[src/rtl/dmaseq_pkg.sv]
package dmaseq_pkg;

    localparam int CNT_W   = 16;
    localparam int ESZ_W   = 2;
    localparam int BURST_W = 2;
    localparam int MODE_W  = 2;
    localparam int REC_W   = CNT_W + ESZ_W + 2 + BURST_W + 2 * MODE_W;

    // Field order, MSB first, sets the bit positions of the record word
    typedef struct packed {
        logic [MODE_W-1:0]  src_mode;
        logic [MODE_W-1:0]  dst_mode;
        logic [BURST_W-1:0] burst;
        logic               last;
        logic               ack_en;
        logic [ESZ_W-1:0]   esize;
        logic [CNT_W-1:0]   count;
    } rec_t;

    typedef enum logic [2:0] {
        S_IDLE,
        S_FETCH,
        S_WAIT,
        S_LAUNCH,
        S_RUN
    } seq_st_e;

endpackage

[src/rtl/dmaseq_slot_step.sv]
module dmaseq_slot_step #(
    parameter int NUM_SLOTS = 16,
    localparam int PTR_W    = (NUM_SLOTS > 1) ? $clog2(NUM_SLOTS) : 1
) (
    input  logic [PTR_W-1:0] cur_i,
    input  logic [PTR_W-1:0] base_i,
    output logic [PTR_W-1:0] nxt_o
);

    localparam logic [PTR_W-1:0] TOP_SLOT = PTR_W'(NUM_SLOTS - 1);

    always_comb begin
        if (cur_i >= TOP_SLOT) begin
            nxt_o = base_i;
        end else begin
            nxt_o = cur_i + PTR_W'(1);
        end
    end

endmodule

[src/rtl/dmaseq_ack.sv]
module dmaseq_ack (
    input  logic clk,
    input  logic rst_n,
    input  logic hw_req_i,
    input  logic flow_en_i,
    input  logic launch_i,
    input  logic fin_i,
    input  logic fin_ack_en_i,
    output logic hw_ack_o
);

    typedef struct packed {
        logic fin;
        logic fin_ack;
        logic ack;
    } ack_s;

    ack_s st_d, st_q;

    always_comb begin
        st_d = st_q;
        if (launch_i) begin
            st_d.fin     = 1'b0;
            st_d.fin_ack = 1'b0;
        end else if (fin_i) begin
            st_d.fin     = 1'b1;
            st_d.fin_ack = fin_ack_en_i;
        end
        if (!hw_req_i) begin
            st_d.ack = 1'b0;
        end else if (flow_en_i && st_q.fin && st_q.fin_ack) begin
            st_d.ack = 1'b1;
        end
    end

    always_ff @(posedge clk or negedge rst_n) begin
        if (!rst_n) begin
            st_q <= '0;
        end else begin
            st_q <= st_d;
        end
    end

    assign hw_ack_o = st_q.ack;

    a_r8_ack_drops: assert property (@(posedge clk) disable iff (!rst_n)
        !hw_req_i |=> !hw_ack_o);

    a_r7_ack_needs_req_flow: assert property (@(posedge clk) disable iff (!rst_n)
        $rose(hw_ack_o) |-> $past(hw_req_i && flow_en_i));

endmodule

[src/rtl/dmaseq_err.sv]
module dmaseq_err #(
    parameter int ERR_W = 1
) (
    input  logic             clk,
    input  logic             rst_n,
    input  logic [ERR_W-1:0] set_i,
    input  logic [ERR_W-1:0] clr_i,
    output logic [ERR_W-1:0] state_o,
    output logic             irq_o
);

    logic [ERR_W-1:0] err_d, err_q;

    for (genvar g = 0; g < ERR_W; g++) begin : g_bit
        always_comb begin
            if (set_i[g]) begin
                err_d[g] = 1'b1;
            end else if (clr_i[g]) begin
                err_d[g] = 1'b0;
            end else begin
                err_d[g] = err_q[g];
            end
        end

        a_r10_set_wins: assert property (@(posedge clk) disable iff (!rst_n)
            set_i[g] |=> state_o[g]);

        a_r10_clear_works: assert property (@(posedge clk) disable iff (!rst_n)
            (clr_i[g] && !set_i[g]) |=> !state_o[g]);

        a_r9_sticky: assert property (@(posedge clk) disable iff (!rst_n)
            (state_o[g] && !clr_i[g]) |=> state_o[g]);
    end

    always_ff @(posedge clk or negedge rst_n) begin
        if (!rst_n) begin
            err_q <= '0;
        end else begin
            err_q <= err_d;
        end
    end

    assign state_o = err_q;
    assign irq_o   = |err_q;

    a_r9_irq_follows: assert property (@(posedge clk) disable iff (!rst_n)
        (|set_i) |=> irq_o);

endmodule

[src/rtl/dmaseq_job_sequencer.sv]
module dmaseq_job_sequencer
    import dmaseq_pkg::*;
#(
    parameter int NUM_SLOTS = 16,
    localparam int PTR_W    = (NUM_SLOTS > 1) ? $clog2(NUM_SLOTS) : 1
) (
    input  logic               clk,
    input  logic               rst_n,
    input  logic               job_start_i,
    input  logic [PTR_W-1:0]   job_ptr_i,
    input  logic               flow_en_i,
    output logic               busy_o,
    output logic               job_done_o,
    output logic               rec_req_o,
    output logic [PTR_W-1:0]   rec_idx_o,
    input  logic               rec_vld_i,
    input  logic [REC_W-1:0]   rec_data_i,
    output logic               xfer_start_o,
    output logic [CNT_W-1:0]   xfer_count_o,
    output logic [ESZ_W-1:0]   xfer_esize_o,
    output logic [BURST_W-1:0] xfer_burst_o,
    output logic [MODE_W-1:0]  xfer_src_mode_o,
    output logic [MODE_W-1:0]  xfer_dst_mode_o,
    input  logic               xfer_done_i,
    input  logic               xfer_err_i,
    input  logic               hw_req_i,
    output logic               hw_ack_o,
    input  logic               err_clr_i,
    output logic               err_state_o,
    output logic               irq_o
);

    typedef struct packed {
        seq_st_e          st;
        logic [PTR_W-1:0] idx;
        logic [PTR_W-1:0] base;
        rec_t             rec;
        logic             done;
    } seq_s;

    seq_s             sq_d, sq_q;
    logic [PTR_W-1:0] idx_nxt;
    logic             fin_ok;
    logic             err_hit;
    logic             in_run;

    dmaseq_slot_step #(.NUM_SLOTS(NUM_SLOTS)) i_step (
        .cur_i  (sq_q.idx),
        .base_i (sq_q.base),
        .nxt_o  (idx_nxt)
    );

    assign in_run  = (sq_q.st == S_RUN);
    assign fin_ok  = in_run && xfer_done_i && !xfer_err_i;
    assign err_hit = in_run && xfer_done_i && xfer_err_i;

    always_comb begin
        sq_d      = sq_q;
        sq_d.done = 1'b0;
        unique case (sq_q.st)
            S_IDLE: begin
                if (job_start_i) begin
                    sq_d.idx  = job_ptr_i;
                    sq_d.base = job_ptr_i;
                    sq_d.st   = S_FETCH;
                end
            end
            S_FETCH: begin
                if (rec_vld_i) begin
                    sq_d.rec = rec_t'(rec_data_i);
                    sq_d.st  = S_WAIT;
                end
            end
            S_WAIT: begin
                if (!flow_en_i || hw_req_i) begin
                    sq_d.st = S_LAUNCH;
                end
            end
            S_LAUNCH: begin
                sq_d.st = S_RUN;
            end
            S_RUN: begin
                if (err_hit) begin
                    sq_d.st = S_IDLE;
                end else if (fin_ok) begin
                    if (sq_q.rec.last) begin
                        sq_d.st   = S_IDLE;
                        sq_d.done = 1'b1;
                    end else begin
                        sq_d.idx = idx_nxt;
                        sq_d.st  = S_FETCH;
                    end
                end
            end
            default: begin
                sq_d.st = S_IDLE;
            end
        endcase
    end

    always_ff @(posedge clk or negedge rst_n) begin
        if (!rst_n) begin
            sq_q    <= '0;
            sq_q.st <= S_IDLE;
        end else begin
            sq_q <= sq_d;
        end
    end

    assign busy_o          = (sq_q.st != S_IDLE);
    assign job_done_o      = sq_q.done;
    assign rec_req_o       = (sq_q.st == S_FETCH);
    assign rec_idx_o       = sq_q.idx;
    assign xfer_start_o    = (sq_q.st == S_LAUNCH);
    assign xfer_count_o    = sq_q.rec.count;
    assign xfer_esize_o    = sq_q.rec.esize;
    assign xfer_burst_o    = sq_q.rec.burst;
    assign xfer_src_mode_o = sq_q.rec.src_mode;
    assign xfer_dst_mode_o = sq_q.rec.dst_mode;

    dmaseq_ack i_ack (
        .clk          (clk),
        .rst_n        (rst_n),
        .hw_req_i     (hw_req_i),
        .flow_en_i    (flow_en_i),
        .launch_i     (xfer_start_o),
        .fin_i        (fin_ok),
        .fin_ack_en_i (sq_q.rec.ack_en),
        .hw_ack_o     (hw_ack_o)
    );

    dmaseq_err #(.ERR_W(1)) i_err (
        .clk     (clk),
        .rst_n   (rst_n),
        .set_i   (err_hit),
        .clr_i   (err_clr_i),
        .state_o (err_state_o),
        .irq_o   (irq_o)
    );

    a_r6_start_gated: assert property (@(posedge clk) disable iff (!rst_n)
        xfer_start_o |-> $past(!flow_en_i || hw_req_i));

    a_r4_last_ends_job: assert property (@(posedge clk) disable iff (!rst_n)
        (in_run && xfer_done_i && !xfer_err_i && sq_q.rec.last) |=> (job_done_o && !busy_o));

    a_r9_error_no_done: assert property (@(posedge clk) disable iff (!rst_n)
        (in_run && xfer_done_i && xfer_err_i) |=> (!job_done_o && !busy_o));

    a_r11_busy_keeps_base: assert property (@(posedge clk) disable iff (!rst_n)
        (busy_o && job_start_i) |=> $stable(sq_q.base));

    a_r2_slot_in_range: assert property (@(posedge clk) disable iff (!rst_n)
        rec_req_o |-> (int'(rec_idx_o) < NUM_SLOTS));

endmodule

[config.mk]
export PLATFORM = sky130hd
export DESIGN_NAME = dmaseq_job_sequencer
export DESIGN_NICKNAME = d
export VERILOG_FILES = /design/src/rtl/dmaseq_pkg.sv /design/src/rtl/dmaseq_slot_step.sv /design/src/rtl/dmaseq_ack.sv /design/src/rtl/dmaseq_err.sv /design/src/rtl/dmaseq_job_sequencer.sv
export SDC_FILE = /design/constraint.sdc
export NUM_CORES = 1
export LEC_CHECK = 0
export ABC_AREA = 1
export CAP_MARGIN = 25
export CORE_MARGIN = 2
export CORE_UTILIZATION = 35
export CTS_CLUSTER_SIZE = 25
export DETAILED_ROUTE_END_ITERATION = 10
export PLACE_DENSITY = 0.66
export SLEW_MARGIN = 20
export SYNTH_ARGS = -nofsm -noshare
export SYNTH_HDL_FRONTEND = slang
export SYNTH_HIERARCHICAL = 1
export SYNTH_SLANG_ARGS = --single-unit
[constraint.sdc]
create_clock -name clk -period 1.3 [get_ports clk]
set_input_delay 0.195 -clock clk [delete_from_list [all_inputs] [get_ports clk]]
set_output_delay 0.195 -clock clk [all_outputs]
set_load 0.05 [all_outputs]
Word level (Yosys, flattened, before mapping)
Cells that the tools add are included.
{ "word_totals": {"ff_bits": 42, "input_bits": 39, "elab_cells": 67} }
{ "op_classes": {"n_addsub": 1, "order_cmp": 1, "n_eq_ne": 12, "n_mux": 21, "n_reduce_logical": 17} }
{ "op_table": {"columns": ["operator", "n"], "rows": [
  ["$pmux 3 s5", 1],
  ["$mux 4", 3],
  ["$mux 11", 1],
  ["$ne 2x2->1 const B", 5],
  ["$mux 1", 9],
  ["$mux 3", 3],
  ["$pmux 4 s2", 1],
  ["$mux 7", 1],
  ["$eq 3x2->1 const B", 2],
  ["$reduce_bool 2->1", 3],
  ["$logic_and 1x1->1", 5],
  ["$reduce_and 5->1", 1],
  ["$add 4x1->4 const B", 1],
  ["$ge 4x4->1 const B", 1],
  ["$mux 2", 2],
  ["$ne 2x1->1 const B", 2],
  ["$reduce_and 2->1", 2],
  ["$reduce_and 4->1", 1],
  ["$eq 3x1->1 const B", 1],
  ["$eq 3x3->1 const B", 1],
  ["$logic_not 3->1", 1],
  ["$ne 3x3->1 const B", 1],
  ["$reduce_bool 3->1", 1],
  ["$logic_not 1->1", 2],
  ["$logic_or 1x1->1", 1]
]} }

Depth between registers and ports, before layout
{ "logic_depth": {"depth_word": 6, "mapped_depth": 10, "depth_no_buf": 10} }

Cells and area by module
The synthesis kept the hierarchy.
{ "modules_own_cells": {"columns": ["module", "n_inst", "cells_per_inst", "area_per_inst_um2", "seq_area_each_um2"], "rows": [
  ["dmaseq_job_sequencer", 1, 230, 1969.4, 950.9],
  ["dmaseq_ack", 1, 13, 118.9, 75.1],
  ["dmaseq_slot_step", 1, 19, 95.1, 0.0],
  ["dmaseq_err", 1, 6, 47.5, 25.0]
]} }

Worst setup path before layout
OpenSTA, ideal clock, no wires.
{ "synth_path": {"path_kind": "flip-flop to flip-flop", "from": "reg sq_q[37] (netlist name)", "to": "reg i_ack/st_q[1] (netlist name)", "setup_time_ns": 0.118, "arrival_ns": 1.242, "t_required_ns": 1.182, "slack_ns": -0.060, "stages_incl_launch_ff": 6, "path_buffers": 0, "period_less_slack_ns": 1.360, "cell_sequence": "dfrtp_1 nor2_4 nand2_1 inv_1 o21bai_1 nor2_1"} }
{ "synth_lines": {"columns": ["element", "line", "source"], "rows": [
  ["start, declared", "dmaseq_job_sequencer.sv:41", "seq_s sq_d, sq_q;"],
  ["start signal, assigned", "dmaseq_job_sequencer.sv:106", "sq_q <= sq_d;"],
  ["$eq 3x2->1 *", "dmaseq_job_sequencer.sv:114", "assign xfer_start_o = (sq_q.st == S_LAUNCH);"],
  ["via xfer_start_o", "dmaseq_job_sequencer.sv:18", "output logic xfer_start_o,"],
  ["$mux 2 / $reduce_bool 2->1 (equally long branches)", null, null],
  ["end signal, assigned", "dmaseq_ack.sv:40", "st_q <= st_d;"],
  ["end, declared", "dmaseq_ack.sv:18", "ack_s st_d, st_q;"]
]} }
The timed path passes the listed nets; every way through them passes the cells marked *.
A chain may end at the register's enable or synchronous reset.

Worst setup path after layout
{ "layout_path": {"from": "reg sq_q[35] (netlist name)", "to": "out xfer_start_o"} }
{ "layout_via": {"elab_chain_cells": 1} }
{ "layout_rtl": {"columns": ["element", "line"], "rows": [
  ["$eq 3x2->1", "dmaseq_job_sequencer.sv:114"],
  ["end, declared", "dmaseq_job_sequencer.sv:18"]
]} }
Every way passes these cells.

==> impl_metrics.csv <==
group,metric,value,unit
global_route,grt_util_met2,26.3,%
global_route,grt_first_pass_wirelength,8490,microns
place,numPortBuffers,73,
timing,period_minus_slack,1.41,ns
global_route,antenna_found_initial,0,
cts,cts_tree,"done",
pwr,finalPower,9270,uW
worst_setup_path,crit_fanout,3,
synthesis,ys_types,27,
cts,clkTransAtPathRegs,0.08,ns
timing,fin_skew,0.00526,ns
synthesis,syn_nets,308,
worst_setup_path,worst_path_largest_cell_delay,0.41,ns
cts,clockBufferDepth,2,
pwr,p_per_area,2580,nW/um^2
global_route,grt_usage,15.1,%
worst_setup_path,cp.required,1.11,ns
worst_setup_path,r2r_end,"rec_idx_o[0]",
finish,nets,383,
route,routed_wl,5510,microns
finish,design_area,3590,sq um
place,finalWeightedCongestion,0.768,
synthesis,avgSynthCellArea,8.32,sq um
route,antenna_left,0,
worst_setup_path,path_cells,"inv_2 > nor2_4 > nand2_2 > clkinvlp_4 > buf_12",
floorplanning,ios,74,
timing,final_max_slew_viol_count,0,
timing,hold_violations,0,
worst_setup_path,reg2reg_depth,6,
finish,final_layout_size_suffix_gt1_share,30.8,%
worst_setup_path,cp.depth,5,
status,status,"finished with violations",
route,drc,0,
finish,diodes,0,
synthesis,netlist_instances,268,
worst_setup_path,critPathBufInv,3,
finish,syn_to_final_growth,61.0,%
route,num_vias,1920,
timing,tightest_slew,0.359,ns
place,dpl_worst_slack,-0.154,ns
global_route,global_route.peak_usage_layer,"met2",
synthesis,synth-seq-cells,42,
hold_path,hold_path_class,"primary input to async pin",
pwr,ir_worst_vdd,1.77,mV
timing,rsz0062_at_grt,"true",
cts,cts-root-buf,"clkbuf_8",
global_route,grt_max_degree,30,
timing,finalSetupTns,-0.313,ns
status,violations,"setup timing",
floorplanning,core_area,6240,sq um
route,viasPerCell,4.56,
cts,cts.sinks,42,
timing,finalCritPeriodShare,109,%
place,place_area,3220,sq um
timing,worst_slack,-0.112,ns
route,first_pass_iters,4,
global_route,grt_pass1_vias,1875,
floorplanning,die_area,7030,sq um
floorplanning,die_h,83.8,microns
worst_setup_path,crit_slowest_cell,"dfrtp_1",
worst_setup_path,worstPathArrival,1.22,ns
route,first_iter_violations,63,
floorplanning,die_x,83.8,microns
timing,setup_violations,6,
timing,maxSlewHeadroom,76.0,%
cts,clkLatencyLatePin,0.29,ns
worst_setup_path,r2r_start,"sq_q[36]",
place,dp_hpwl,3670,microns
worst_setup_path,r2r_setup_slack,-0.01,ns
synthesis,synthesis.area,2230,sq um
finish,most-common-layout-cells,"nand2_1, dfrtp_1, buf_12",
job,drv_cap,0,
cts,htreeDepth,2,
pwr,p_leak,0.00176,uW
global_route,grt.met3_usage,6.73,%
floorplanning,core.rowCount,29,
worst_setup_path,path_delay_family,"flip-flops",
timing,max_freq,0.708,GHz
worst_setup_path,critical_path_class,"flop to output pin",
synthesis,seq_area_frac_synth,47.1,%
finish,final_common_cell,"nand2_1",
global_route,grt-ovfl-total,0,
global_route,grtUsageMet1,16.6,%
synthesis,yosysWarnings,6,
worst_setup_path,startpoint_type,"flop",
floorplanning,start_util,35.7,%
cts,cts_made_buffers,5,
worst_setup_path,end_kind,"output pin",
route,wl_per_cell,13.1,microns
finish,fin_util,57.6,%
==> worst max path at each step <==
stage                           start       endpoint  slack, ns
final                        sq_q[35]   xfer_start_o      -0.11
after global routing         sq_q[35]   xfer_start_o      -0.16
after CTS                    sq_q[35]   xfer_start_o      -0.13
after detailed placement  xfer_done_i  i_ack/st_q[1]      -0.15
after global placement    xfer_done_i  i_ack/st_q[1]      -0.10
after floorplan              sq_q[35]  i_ack/st_q[1]      0.001
==> flip-flops by register name (all words and copies together), names as in the netlist <==
name             cells
i_ack/hw_ack_o       1
i_err/irq_o          1
xfer_esize_o         2
job_done_o           1
rec_idx_o            4
i_ack/st_q           2
xfer_src_mode_o      2
xfer_count_o        16
sq_q                 9
xfer_dst_mode_o      2
xfer_burst_o         2
==> cell families after synthesis <==
kind of cell               count (synthesis)  synth area share, %
buffers and inverters                     58                 16.6
DFF                                       42                 47.1
adders and majority gates                  1                0.561
and+or+nand+nor                          154                 31.9
AOI/OAI and AO/OA                         13                 3.81
==> Yosys cell counts <==
cell      count  area [sq um]
buf_4        30           225
o21ai_2       1          8.76
nor2_4        2          22.5
o21ai_4       1          16.3
inv_8         1          11.3
nand3b_1      1          7.51
ha_1          1          12.5
dfrtp_1      42          1050
nor2_1       14          52.6
o21ai_1       1          5.00
nand3_1      38           190
buf_6         4          45.0
nand2_8       1          20.0
nor3_1        1          5.00
o21bai_1      1          7.51
nand3_2       2          20.0
inv_1        18          67.6
nor4_1        1          6.26
nand2_2       3          18.8
a21oi_1       4          20.0
nand4_1       2          12.5
o21ai_0       4          20.0
o211ai_1      1          7.51
nand2_4       3          33.8
inv_2         3          11.3
buf_2         2          10.0
nand2_1      86           323
==> per-stage QoR <==
stage,std cells,hold WS [ns]
finish,421,0.339
global route,421,0.379
CTS,411,0.346
detailed placement,393,0.123
global placement,393,0.123
floorplan,268,-0.101
==> power by group <==
group,switching (uW),internal [uW]
registers,607,1860
clock network,446,429
logic,3130,2800
total,4180,5080
==> area by class of cell <==
| cell class | count | area, sq um |
|---|---|---|
| Fill cell | 543 | 2650 |
| Timing Repair Buffer | 101 | 1340 |
| Sequential cell | 42 | 1050 |
| Multi-Input combinational cell | 171 | 911 |
| Inverter | 22 | 98.8 |
| Tap cell | 77 | 96.3 |
| Clock buffer | 7 | 86.3 |
| Clock inverter | 1 | 5.00 |
==> metal layers <==
metal	share of wire (%)	vias to the layer above
met2	51	63
met3	8.5	9
li1	-	974
met4	1.1	0
met1	40	874
met5	0	-
==> what timing repair did <==
item,4_1_cts,5_1_grt
buffers inserted,8,8
hold endpoints to repair,13,0
gates resized for setup,7,20
endpoints found under the setup margin,5,28
hold buffers,1,0
gates cloned,1,2
pin swaps,1,9
Power figures use the tool's default switching activity.
